**src/rtl/dtog_pkg.sv**
```systemverilog
package dtog_pkg;
    localparam int NCH      = 32;
    localparam int DW       = 14;
    localparam int AW       = $clog2(NCH);
    localparam int GW       = 8;
    localparam int NGRP     = NCH / GW;
    localparam int CTRL_LSB = 2;
    localparam logic [AW-1:0] CTRL_ADDR = AW'(12);

    typedef enum logic [1:0] {
        SEL_CTRL = 2'b00,
        SEL_NONE = 2'b01,
        SEL_B    = 2'b10,
        SEL_A    = 2'b11
    } wsel_e;

    typedef enum logic [1:0] {L_IDLE, L_FIRE, L_HOLD} lstate_e;

    typedef enum logic [1:0] {PH_OFF, PH_ARMED, PH_SHOW_A, PH_SHOW_B} phase_e;
endpackage

```
**src/rtl/dtog_ldac_fsm.sv**
```systemverilog
module dtog_ldac_fsm
    import dtog_pkg::*;
(
    input  logic clk,
    input  logic rst_n,
    input  logic ldac_n,
    output logic ldac_evt
);
    logic s1_q, s2_q;
    lstate_e st_q, st_d;

    always_ff @(posedge clk or negedge rst_n) begin
        if (!rst_n) begin
            s1_q <= 1'b1;
            s2_q <= 1'b1;
        end else begin
            s1_q <= ldac_n;
            s2_q <= s1_q;
        end
    end

    always_ff @(posedge clk or negedge rst_n) begin
        if (!rst_n) st_q <= L_IDLE;
        else        st_q <= st_d;
    end

    always_comb begin
        st_d = st_q;
        unique case (st_q)
            L_IDLE: if (!s2_q) st_d = L_FIRE;
            L_FIRE: st_d = s2_q ? L_IDLE : L_HOLD;
            L_HOLD: if (s2_q) st_d = L_IDLE;
            default: st_d = L_IDLE;
        endcase
    end

    always_comb ldac_evt = (st_q == L_FIRE);

    // a single strobe never yields back-to-back events
    a_r6_one_shot: assert property (@(posedge clk) disable iff (!rst_n)
        ldac_evt |=> !ldac_evt);
endmodule

```
**src/rtl/dtog_decode.sv**
```systemverilog
module dtog_decode
    import dtog_pkg::*;
(
    input  logic          wr_en,
    input  logic [1:0]    wr_sel,
    input  logic [AW-1:0] wr_addr,
    output logic          ctrl_we,
    output logic          a_we,
    output logic          b_we
);
    always_comb begin
        ctrl_we = 1'b0;
        a_we    = 1'b0;
        b_we    = 1'b0;
        if (wr_en) begin
            unique case (wsel_e'(wr_sel))
                SEL_CTRL: ctrl_we = (wr_addr == CTRL_ADDR);
                SEL_A:    a_we    = 1'b1;
                SEL_B:    b_we    = 1'b1;
                SEL_NONE: ;
                default:  ;
            endcase
        end
    end
endmodule

```
**src/rtl/dtog_group.sv**
```systemverilog
module dtog_group
    import dtog_pkg::*;
#(
    parameter int G_W  = 8,
    parameter int D_W  = 14,
    localparam int LW  = (G_W > 1) ? $clog2(G_W) : 1
) (
    input  logic             clk,
    input  logic             rst_n,
    input  logic             ldac_evt,
    input  logic             en_cur,
    input  logic             en_nxt,
    input  logic             a_we,
    input  logic             b_we,
    input  logic [LW-1:0]    wsel,
    input  logic [D_W-1:0]   wdata,
    output logic [G_W*D_W-1:0] codes,
    output logic             flag_b
);
    phase_e st_q, st_d;
    logic   use_b;

    always_ff @(posedge clk or negedge rst_n) begin
        if (!rst_n) st_q <= PH_OFF;
        else        st_q <= st_d;
    end

    always_comb begin
        st_d = st_q;
        if (!en_nxt) begin
            st_d = PH_OFF;
        end else begin
            unique case (st_q)
                PH_OFF:    st_d = PH_ARMED;
                PH_ARMED:  if (ldac_evt) st_d = PH_SHOW_A;
                PH_SHOW_A: if (ldac_evt) st_d = PH_SHOW_B;
                PH_SHOW_B: if (ldac_evt) st_d = PH_SHOW_A;
                default:   st_d = PH_OFF;
            endcase
        end
    end

    always_comb use_b = (st_q == PH_SHOW_A);

    always_ff @(posedge clk or negedge rst_n) begin
        if (!rst_n)        flag_b <= 1'b0;
        else if (ldac_evt) flag_b <= use_b;
    end

    for (genvar i = 0; i < G_W; i++) begin : g_ch
        logic [D_W-1:0] a_q, b_q, o_q;
        always_ff @(posedge clk or negedge rst_n) begin
            if (!rst_n) begin
                a_q <= '0;
                b_q <= '0;
                o_q <= '0;
            end else begin
                if (a_we && wsel == LW'(i))           a_q <= wdata;
                if (b_we && en_cur && wsel == LW'(i)) b_q <= wdata;
                if (ldac_evt)                         o_q <= use_b ? b_q : a_q;
            end
        end
        assign codes[i*D_W +: D_W] = o_q;
    end

    a_r6_codes_hold: assert property (@(posedge clk) disable iff (!rst_n)
        !$stable(codes) |-> $past(ldac_evt));
    a_r6_flag_hold: assert property (@(posedge clk) disable iff (!rst_n)
        !$stable(flag_b) |-> $past(ldac_evt));
    a_r7_off_loads_a: assert property (@(posedge clk) disable iff (!rst_n)
        ($past(ldac_evt) && !$past(en_cur)) |-> !flag_b);
endmodule

```
**src/rtl/dtog_bank.sv**
```systemverilog
module dtog_bank
    import dtog_pkg::*;
(
    input  logic              clk,
    input  logic              rst_n,
    input  logic              wr_en,
    input  logic [1:0]        wr_sel,
    input  logic [AW-1:0]     wr_addr,
    input  logic [DW-1:0]     wr_data,
    input  logic              ldac_n,
    output logic [NCH*DW-1:0] dac_code,
    output logic [NCH-1:0]    dac_sel_b
);
    localparam int LW = $clog2(GW);

    logic            ldac_evt;
    logic            ctrl_we, a_we, b_we;
    logic [NGRP-1:0] en_q, en_d;

    dtog_ldac_fsm u_ldac (
        .clk      (clk),
        .rst_n    (rst_n),
        .ldac_n   (ldac_n),
        .ldac_evt (ldac_evt)
    );

    dtog_decode u_dec (
        .wr_en   (wr_en),
        .wr_sel  (wr_sel),
        .wr_addr (wr_addr),
        .ctrl_we (ctrl_we),
        .a_we    (a_we),
        .b_we    (b_we)
    );

    always_comb en_d = ctrl_we ? wr_data[CTRL_LSB +: NGRP] : en_q;

    always_ff @(posedge clk or negedge rst_n) begin
        if (!rst_n) en_q <= '0;
        else        en_q <= en_d;
    end

    for (genvar g = 0; g < NGRP; g++) begin : g_grp
        logic hit;
        logic flag;
        assign hit = (wr_addr[AW-1:LW] == (AW-LW)'(g));

        dtog_group #(.G_W(GW), .D_W(DW)) u_grp (
            .clk      (clk),
            .rst_n    (rst_n),
            .ldac_evt (ldac_evt),
            .en_cur   (en_q[g]),
            .en_nxt   (en_d[g]),
            .a_we     (a_we && hit),
            .b_we     (b_we && hit),
            .wsel     (wr_addr[LW-1:0]),
            .wdata    (wr_data),
            .codes    (dac_code[g*GW*DW +: GW*DW]),
            .flag_b   (flag)
        );
        assign dac_sel_b[g*GW +: GW] = {GW{flag}};
    end

    // toggle enables move only on a control-register write
    a_r3_ctrl_only: assert property (@(posedge clk) disable iff (!rst_n)
        !$stable(en_q) |-> $past(wr_en && wr_sel == 2'b00 && wr_addr == CTRL_ADDR));
endmodule

```
**config.mk**
```make
export PLATFORM = sky130hd
export DESIGN_NAME = dtog_bank
export DESIGN_NICKNAME = d
export VERILOG_FILES = /design/src/rtl/dtog_pkg.sv /design/src/rtl/dtog_ldac_fsm.sv /design/src/rtl/dtog_decode.sv /design/src/rtl/dtog_group.sv /design/src/rtl/dtog_bank.sv
export SDC_FILE = /design/constraint.sdc
export NUM_CORES = 2
export LEC_CHECK = 0
export CORE_ASPECT_RATIO = 1.25
export CORE_MARGIN = 5
export CORE_UTILIZATION = 52
export DETAILED_ROUTE_END_ITERATION = 7
export PLACE_DENSITY_LB_ADDON = 0.15
export SYNTH_ARGS = -nofsm -noshare
export SYNTH_HDL_FRONTEND = slang
export SYNTH_SLANG_ARGS = --single-unit
```
**constraint.sdc**
```tcl
create_clock -name clk -period 1.65 [get_ports clk]
set_input_delay 0.33 -clock clk [delete_from_list [all_inputs] [get_ports clk]]
set_output_delay 0.33 -clock clk [all_outputs]
set_load 0.05 [all_outputs]
```
# Word level (Yosys, flattened, before mapping)
# Cells that the tools add are included.
totals:
  register_bits: 1364
  output_inout_bits: 480
  word_cells: 291
  input_bits: 25
classes:
  eq_ne: 37
  reduce_logical: 93
  n_mux: 53
ops:
  columns: ["op", "count"]
  rows:
  - ["2-to-1 mux 14 bit", 32]
  - ["logical AND 1 bit", 76]
  - ["one-hot mux 2 bit (3 select lines)", 5]
  - ["== test 2 bit (second input constant)", 13]
  - ["2-to-1 mux 2 bit", 9]
  - ["inequality test 3 x 2 -> 1 bit (second input constant)", 5]
  - ["logical NOT 2 bit", 7]
  - ["== test 2 x 1 -> 1 bit (second input constant)", 6]
  - ["== test 3 bit (second input constant)", 4]
  - ["AND reduction 2 bit", 5]
  - ["inequality test 3 bit (second input constant)", 3]
  - ["OR reduction 2 bit", 4]
  - ["== test 3 x 2 -> 1 bit (second input constant)", 2]
  - ["2-to-1 mux 1 bit", 6]
  - ["== test 5 x 4 -> 1 bit (second input constant)", 1]
  - ["2-to-1 mux 4 bit", 1]
  - ["== test 3 x 1 -> 1 bit (second input constant)", 1]
  - ["logical NOT 3 bit", 1]
  - ["inequality test 2 x 1 -> 1 bit (second input constant)", 1]
  - ["inequality test 2 bit (second input constant)", 1]

# Longest topological paths before layout
logic_depth:
  depth_word: 6
  ltp_mapped: 7
  depth_no_buf: 3

# Hierarchy
# A second synthesis with hierarchy kept.
unflattened:
  cells_unflattened: 4074
  hier_area_um2: 55136.6
modules_own_cells:
  columns: ["mod", "n_inst", "area_each_um2", "seq_area_each_um2", "cells_per_inst"]
  rows:
  - ["dtog_group", 4, 13630.6, 8483.1, 1003]
  - ["dtog_bank", 1, 447.9, 100.1, 48]
  - ["dtog_ldac_fsm", 1, 128.9, 102.6, 8]
  - ["dtog_decode", 1, 37.5, 0.0, 6]

# Least setup slack after synthesis
# Ideal clock, no wire load.
synth_timing:
  kind: "in2reg"
  from: "input wr_addr[0]"
  to: "register g_grp[2].u_grp.g_ch[4].b_q[10]"
  required_ns: 1.525
  slack_ns: -0.456
  arrival_time_ns: 1.981
  n_path_buf: 3
  path_stages: 6
  setup_ns: 0.125
  cell_sequence: "buf_2 > or3b_1 > buf_2 > nor3_2 > buf_2 > mux2_2"
synth_via:
  elab_chain_cells: 2
synth_rtl:
  columns: ["item", "line", "rtl"]
  rows:
  - ["from (decl)", "dtog_bank.sv:8", "input logic [AW-1:0] wr_addr,"]
  - ["== test 3 bit", "dtog_group.sv:59", "if (b_we && en_cur && wsel == LW'(i)) b_q <= wdata;"]
  - ["logical AND 1 bit", "dtog_group.sv:59", null]
  - ["to (signal assigned)", "dtog_group.sv:59", null]
  - ["to (decl)", "dtog_group.sv:51", "logic [D_W-1:0] a_q, b_q, o_q;"]
# Every way passes these cells.
# A chain may end at the register's enable or synchronous reset.

# Worst setup path after layout
layout_timing:
  from: "register g_grp[0].u_grp.flag_b"
  to: "output dac_sel_b[1]"
layout_lines:
  columns: ["item", "line", "rtl"]
  rows:
  - ["from (decl)", "dtog_group.sv:18", "output logic flag_b"]
  - ["from (signal assigned)", "dtog_group.sv:47", "else if (ldac_evt) flag_b <= use_b;"]
  - ["to (decl)", "dtog_bank.sv:12", "output logic [NCH-1:0] dac_sel_b"]
# No word-level cell between the ends.

==> flow_summary.json <==
{
  "fin_worst_skew_ps": 25.6,
  "synth_fp_nets": 4633,
  "grt_setup_unrepaired": "yes",
  "cp.required_ps": 1320,
  "numCtsBuffers": 137,
  "cts_max_level": 4,
  "synth_edf_count": 0,
  "antenna_found_initial": 3,
  "setup_viol": 422,
  "r2r_start": "en_q[0]",
  "portBuffers": 504,
  "syn_area_um2": 55000,
  "place_area_um2": 64000,
  "grt_pass1_wl_um": 242000,
  "fin_area_um2": 73200,
  "synth_ff_type": "dfrtp_1",
  "grt-ovfl-total": 0,
  "via_count": 39017,
  "ys_seq_area_share_pct": 62.0,
  "tightest_slew_ps": 1240,
  "grtUsageTotal_pct": 27.8,
  "async_reset_ff_share_pct": 100,
  "violations": "negative setup slack",
  "synth_seq_cells": 1364,
  "cp-end-kind": "primary output",
  "drv_slew": 0,
  "first_iter_violations": 2788,
  "final_common_cell": "dfrtp_1",
  "dp.cells": 6387,
  "cts_tree": "built",
  "die_h_um": 374,
  "final_cell_mix": "1291 x dfrtp_1, 904 x nand2_1, 663 x mux2_2",
  "syn_inst": 4608,
  "fin_crit_sh_pct": 112,
  "drc": 0,
  "path_clk_slew_ps": 60,
  "rows": 133,
  "arrival_ps": 1520,
  "p_leak_nw": 34.3,
  "post-dp-hpwl_um": 98800,
  "synthDistinctLibCells": 31,
  "multiInputGateArea_um2": 20100,
  "fin_ws_ps": -196,
  "pwr_density_cell_nw_per_um2": 1430,
  "root_buffer": "clkbuf_16",
  "fin_nets": 5396,
  "fin_cells": 6888,
  "hold_violations": 0,
  "gp_congestion": 0.790,
  "dr.pass1.iters": 7,
  "cap_violations": 0,
  "holdCritPathClass": "input pin to flop",
  "die_area_um2": 113000,
  "ir_worst_vdd_v": 0.00125,
  "drive_gt1_share_pct": 41.6,
  "die_width_um": 301,
  "yosysWarnings": 0,
  "worstSetupStartpointType": "flop",
  "max_slew_margin_pct": 17.5,
  "grt_pass1_vias": 39063,
  "area_growth_pct": 32.9,
  "grt_max_degree": 82,
  "drt_wl_total_um": 165000,
  "fin_crit_ps": 1850,
  "ios": 505,
  "crit_start": "g_grp[0].u_grp.flag_b",
  "post_drt_wl_per_cell_um": 24.0,
  "start_util_pct": 52.3,
  "coreArea_um2": 105000,
  "seqCellArea_um2": 34200,
  "fillerInstances": 7387,
  "avgViaCountPerCell": 5.66,
  "timing.fmax_mhz": 542,
  "clock_latency_ps": 760,
  "status": "complete, but fails checks",
  "avgSynthCellArea_um2": 11.9,
  "critPathKind": "flop to primary output",
  "cts_sinks": 1364,
  "hold_path.startpoint": "wr_data[4]",
  "crit_fanout": 8,
  "clk_path_buf_depth": 3,
  "antenna_left": 0
}
-- Yosys cell counts, types with 5 or more instances --
cell	instances	area (um2)
dfrtp_1	1362	34100
nand2_1	905	3400
mux2_2	825	9290
nor2_1	452	1700
a31oi_1	448	2800
clkbuf_1	277	1040
buf_2	73	365
nor3_2	41	410
mux2_4	40	601
buf_4	37	278
mux2_1	31	349
buf_1	28	105
nor3_1	16	80.1
a21oi_1	9	45.0
nand2b_1	8	50.1
or4_1	8	60.1
buf_6	6	67.6
nand3b_1	6	45.0
nor2b_1	6	37.5
nand4_1	5	31.3
-- flip-flops by register name, indices dropped and copies added (netlist names) --
register / flops
g_grp.u_grp.flag_b: 4
g_grp.u_grp.st_q: 8
u_ldac.st_q: 2
g_grp.u_grp.g_ch.o_q: 448
en_q: 4
g_grp.u_grp.g_ch.b_q: 448
g_grp.u_grp.g_ch.a_q: 448
u_ldac.s2_q: 1
u_ldac.s1_q: 1
-- through the flow --
step | hold slack (ps) | worst slack (ps) | power (mW) | TNS (ps) | util, %
5_1_grt | 70.6 | -238 | 109 | -44420 | 69.6
3_3_place_gp | 236 | -1140 | 68.3 | -836240 | 60.8
3_5_place_dp | 236 | -1120 | 68.7 | -850680 | 60.8
6_report | 97.5 | -196 | 105 | -16610 | 69.6
4_1_cts | 43.3 | -222 | 104 | -40070 | 67.7
2_1_floorplan | 34.4 | -416 | 57.7 | -216850 | -
-- final timing paths --
kind	to	slack, ps	cells after the start
setup / recovery	dac_sel_b[1]	-200	2
max in group asynchronous	g_grp[1].u_grp.g_ch[0].a_q[6]	710	4
setup reg to reg	g_grp[0].u_grp.g_ch[0].b_q[11]	-80	4
hold reg to reg	u_ldac.s2_q	370	0
hold / removal	g_grp[0].u_grp.g_ch[7].b_q[4]	100	2
min in group asynchronous	g_grp[0].u_grp.g_ch[3].o_q[11]	130	2
-- layout make-up --
| cell class | count | area share, % |
|---|---|---|
| antenna | 4 | 0.0137 |
| clock buffer | 201 | 5.64 |
| clock inverter | 34 | 0.492 |
| inverter | 1 | 0.0120 |
| multi-input combinational | 2825 | 27.5 |
| sequential | 1364 | 46.8 |
| tap | 1417 | 2.42 |
| timing repair buffer | 1042 | 17.2 |
-- worst max-delay path: stages (launching register included) --
cell,delay [ps]
dfrtp_1,430
buf_12,180
buf_12,150
-- per-layer routing --
| layer | vias up | wire length (um) | GRT usage [%] | part of all wire, % |
|---|---|---|---|---|
| li1 | 17217 | - | - | - |
| met1 | 20408 | 70300 | 38.7 | 43 |
| met2 | 1141 | 79600 | 44.8 | 48 |
| met3 | 247 | 9810 | 4.63 | 5.9 |
| met4 | 4 | 5320 | 9.81 | 3.2 |
| met5 | - | 26 | 0 | 0.016 |
-- timing repair --
action	4_1_cts	5_1_grt
resized for setup	531	116
setup buffers	108	123
gates cloned	1	25
setup endpoints to repair	1352	934
pin swaps	2	13
hold buffers	5	0
endpoints found under the hold margin	801	0
-- logic make-up after synthesis --
kind of cell,share of synthesized area (%)
multiplexers,18.6
buffers and inverters,3.38
flip-flops,62.0
AO/OA/AOI/OAI,5.33
AND/OR/NAND/NOR,10.7
-- where the power goes --
group	internal [mW]	total (mW)	switching, mW
combinational	12.1	31.3	19.2
clock	18.1	31.2	13.1
sequential	37.9	42.5	4.57
Power figures use the tool's default switching activity.
